==> config.mk <==
export PLATFORM = sky130hd
export DESIGN_NAME = shift_window_debouncer
export DESIGN_NICKNAME = d
export VERILOG_FILES = /design/src/rtl/shift_window_debouncer.sv
export SDC_FILE = /design/constraint.sdc
export NUM_CORES = 1
export LEC_CHECK = 0
export ABC_AREA = 1
export ABC_CLOCK_PERIOD_IN_PS = 1700
export BUFFER_PORTS_ARGS = -buffer_cell sky130_fd_sc_hd__buf_2
export CAP_MARGIN = 20
export CORE_MARGIN = 2
export CORE_UTILIZATION = 45
export CTS_CLUSTER_SIZE = 24
export DETAILED_ROUTE_END_ITERATION = 6
export GPL_TIMING_DRIVEN = 1
export PLACE_DENSITY = 0.6
export SLEW_MARGIN = 5
export SYNTH_ARGS = -nofsm -noshare
export SYNTH_HDL_FRONTEND = slang
export SYNTH_SLANG_ARGS = --single-unit
==> constraint.sdc <==
create_clock -name clk -period 1.7 [get_ports clk]
set_clock_uncertainty 0.15 [all_clocks]
set_input_delay 0.51 -clock clk [delete_from_list [all_inputs] [get_ports clk]]
set_output_delay 0.51 -clock clk [all_outputs]
set_load 0.05 [all_outputs]
==> src/rtl/shift_window_debouncer.sv <==
module shift_window_debouncer #(
  parameter int CNT_W       = 16,
  parameter int WIN         = 8,
  parameter int SYNC_STAGES = 2
) (
  input  logic clk,
  input  logic rst,
  input  logic btn_raw,
  output logic btn_clean
);

  localparam int MSB = CNT_W - 1;

  logic [SYNC_STAGES-1:0] sync_q;
  logic [CNT_W-1:0]       cnt;
  logic                   msb_q;
  logic                   tick;
  logic                   synced;
  logic [WIN-1:0]         hist;

  always_ff @(posedge clk) begin
    if (rst) sync_q <= '0;
    else     sync_q <= {sync_q[SYNC_STAGES-2:0], btn_raw};
  end

  assign synced = sync_q[SYNC_STAGES-1];

  always_ff @(posedge clk) begin
    if (rst) begin
      cnt   <= '0;
      msb_q <= 1'b0;
    end else begin
      cnt   <= cnt + 1'b1;
      msb_q <= cnt[MSB];
    end
  end

  assign tick = cnt[MSB] & ~msb_q;

  always_ff @(posedge clk) begin
    if (rst)       hist <= '0;
    else if (tick) hist <= {hist[WIN-2:0], synced};
  end

  assign btn_clean = &hist;

endmodule


==> impl_metrics.py <==
metrics = {
    "worst_setup_path": {
        "cp_cell_sequence": "nand4_1 > nor2_2 > buf_6",
        "cp.required_ps": 1040,
        "path_class": "flip-flop to output port",
        "cp_max_fo": 3,
        "path_buf_inv": 1,
        "regToRegStartpoint": "cnt[0]$_SDFF_PP0_",
        "slowest_delay_ps": 360,
        "r2r-end": "cnt[14]$_SDFF_PP0_",
        "rrSetupSlack_ps": 280,
        "critPathLaunchType": "flip-flop",
        "r2r_cells": 8,
        "worstPathArrival_ps": 1100,
        "crit_slowest_cell": "dfxtp_2",
        "cpLargestDelayFamily": "flip-flops",
        "end_kind": "output port",
    },
    "floorplanning": {
        "die_x_um": 54.9,
        "core_um2": 2480,
        "die_y_um": 54.9,
        "io_pins": 4,
        "dieArea_um2": 3020,
        "initial_utilization_pct": 47.1,
        "rows": 18,
    },
    "worst_hold_path": {
        "hold_class": "primary input to flip-flop",
        "holdPathStages": 3,
        "hp-start": "btn_raw",
        "hold_path_end": "sync_q[0]$_SDFF_PP0_",
    },
    "synthesis": {
        "yosysWarnings": 0,
        "seq_area_frac_synth_pct": 46.3,
        "syn_inst": 162,
        "yosysUniqueCellTypes": 19,
        "synth-async-reset-ratio_pct": 0,
        "synth_edf_count": 0,
        "ys_ff_latch": 27,
        "synth_area_per_cell_um2": 7.21,
        "synth-main-ff-cell": "dfxtp_1",
        "yosys.area.top_type_share_pct": 46.3,
        "post_synth_most_frequent_cells": "nor2_1 (41), dfxtp_1 (27), nand2_1 (26)",
        "synth_nets": 166,
        "synth_area_leaders": "dfxtp_1 (46%), nor2_1 (13%), nand2_1 (8.4%), inv_1 (6.1%), o21ai_0 (3.4%)",
        "syn_area_um2": 1170,
        "yosysMostFrequentCell": "nor2_1",
        "yosysTopAreaCell": "dfxtp_1",
    },
    "finish": {
        "fin_nets": 176,
        "syn_to_final_growth_pct": 10.4,
        "nFillCells": 248,
        "drive_gt1_share_pct": 22.2,
        "final_cells": 201,
        "diodes": 0,
        "seq_area_um2": 551,
        "multiInputGateArea_um2": 541,
    },
    "clock_network": {
        "cts_root_buf": "clkbuf_4",
        "cts-buffers-inserted": 3,
        "cts_sinks": 27,
        "cts_tree": "built",
        "clk_pin_slew_worst_paths_ps": 160,
        "clock_latency_ps": 330,
        "h-tree-depth": 1,
        "cts_buffer_depth": 2,
        "hold_buffers": 0,
    },
    "grt": {
        "gr-total-overflow": 0,
        "grt_pass1_vias": 829,
        "grt_pass1_wl_um": 3450,
        "antenna_found_initial": 0,
        "grt_max_degree": 19,
        "grt_usage_pct": 15.8,
    },
    "timing": {
        "setup_viol": 1,
        "hold_slack_ps": 215,
        "fin_crit_ps": 1760,
        "worstMarginPinSlew_ps": 272,
        "finalSetupTns_ps": -62.2,
        "hold_violations": 0,
        "relSlewSlack_pct": 81.8,
        "rsz0062_at_grt": "true",
        "drv_slew": 0,
        "fin_ws_ps": -62.2,
        "maxClockFrequency_ghz": 0.567,
        "period_share_pct": 104,
    },
    "detailed_routing": {
        "avgRoutedWirePerCell_um": 9.97,
        "drc": 0,
        "dr.pass1.iters": 4,
        "viasPerCell": 4.75,
        "final_antenna_net_count": 0,
        "wirelength_um": 2000,
        "num_vias": 955,
        "drt_iter0_drc": 12,
    },
    "placement": {
        "numPortBuffers": 3,
        "hpwl_um": 1410,
        "dpl.cell_count": 193,
        "preCtsSetupSlack_ps": 221,
        "place_congestion": 0.711,
    },
    "pwr": {
        "p_clk_share_pct": 30.2,
        "pwr-share-comb_pct": 3.1,
        "peakVddDrop_v": 0.000563,
        "p_int_uw": 742,
        "power_uw": 969,
        "switching_share_pct": 23.5,
        "power.switching_uw": 227,
        "p_seq_share_pct": 66.7,
        "powerDensity_nw_per_um2": 752,
        "leakagePower_nw": 0.558,
    },
    "flow_run": {
        "maxCapViolations": 0,
    },
    "outcome": {
        "outcome": "complete, but fails checks",
        "failed_checks": "setup timing",
    },
}
metrics by stage:
| step | area, um2 | util, % |
|---|---|---|
| 6_report | 1290 | 52.0 |
| 2_1_floorplan | 1170 | - |
| 3_5_place_dp | 1210 | 48.9 |
| 5_1_grt | 1290 | 52.0 |
| 3_3_place_gp | 1210 | 48.9 |
| 4_1_cts | 1290 | 52.0 |
power by group through the flow:
stage / registers, mW / logic (mW) / clock network (mW)
3_5_place_dp: 0.661 / 0.0302 / 0
5_1_grt: 0.648 / 0.0356 / 0.323
4_1_cts: 0.647 / 0.0302 / 0.302
2_1_floorplan: 0.659 / 0.0249 / 0
3_3_place_gp: 0.660 / 0.0290 / 0
6_report: 0.646 / 0.0298 / 0.293
cell families after synthesis:
family	Yosys count	synth area share (%)
AOI/OAI and AO/OA	21	10.3
xor gates and xnor gates	2	1.50
buffers and inverters	23	7.61
and+or+nand+nor	88	33.2
DFF	27	46.3
adders and majority gates	1	1.07
layout by cell type (no fill, tap or decap), drive strengths merged, types with 2 or more instances in the layout:
cell type / Yosys / layout
nor2: 49 / 49
nand2: 32 / 32
dfxtp: 27 / 27
inv: 21 / 21
o21ai: 12 / 12
buf: 2 / 7
a21oi: 6 / 6
nand4: 3 / 3
nand3: 3 / 3
clkbuf: 0 / 3
xor2: 2 / 2
o21bai: 2 / 2
timing repair:
action / in CTS / in global routing
resized for setup: 10 / 0
pin swaps: 2 / 2
buffers inserted: 4 / 0
setup endpoints to repair: 1 / 1
tightest hold or removal path, cell delays in order:
cell and delay [ps]:
buf_2 90, inv_1 40, nor2_1 30
metal layers:
| metal | wire length (um) | share of wire, % | track usage (%) | up-vias |
|---|---|---|---|---|
| met3 | 43 | 2.1 | 3.23 | 4 |
| met1 | 1020 | 51 | 21.9 | 428 |
| met5 | 0 | 0 | 0 | - |
| li1 | - | - | - | 514 |
| met4 | 25 | 1.2 | 6.10 | 0 |
| met2 | 919 | 46 | 24.0 | 9 |
how the worst max path moves through the flow:
stage	startpoint	endpoint	slack, ps	cells past startpoint
after global routing	hist[2]$_SDFFE_PP0P_	btn_clean	-120	3
final	hist[2]$_SDFFE_PP0P_	btn_clean	-60	3
after CTS	hist[7]$_SDFFE_PP0P_	btn_clean	-60	3
after floorplan	hist[5]$_SDFFE_PP0P_	btn_clean	160	2
after global placement	hist[5]$_SDFFE_PP0P_	btn_clean	240	3
after detailed placement	hist[5]$_SDFFE_PP0P_	btn_clean	220	3
state kept, by name (all words and copies together), names as in the netlist:
signal	flops
cnt	16
hist	8
sync_q	2
msb_q	1
final cells by class:
class                      count  share of cell area [%]
clock buffer                   3                    1.75
multi-input combinational    112                    41.9
sequential                    27                    42.7
clock inverter                 1                   0.583
inverter                      21                    6.12
tap                           30                    2.91
timing repair buffer           7                    3.98
No activity file was read; power rests on OpenSTA's default activity.
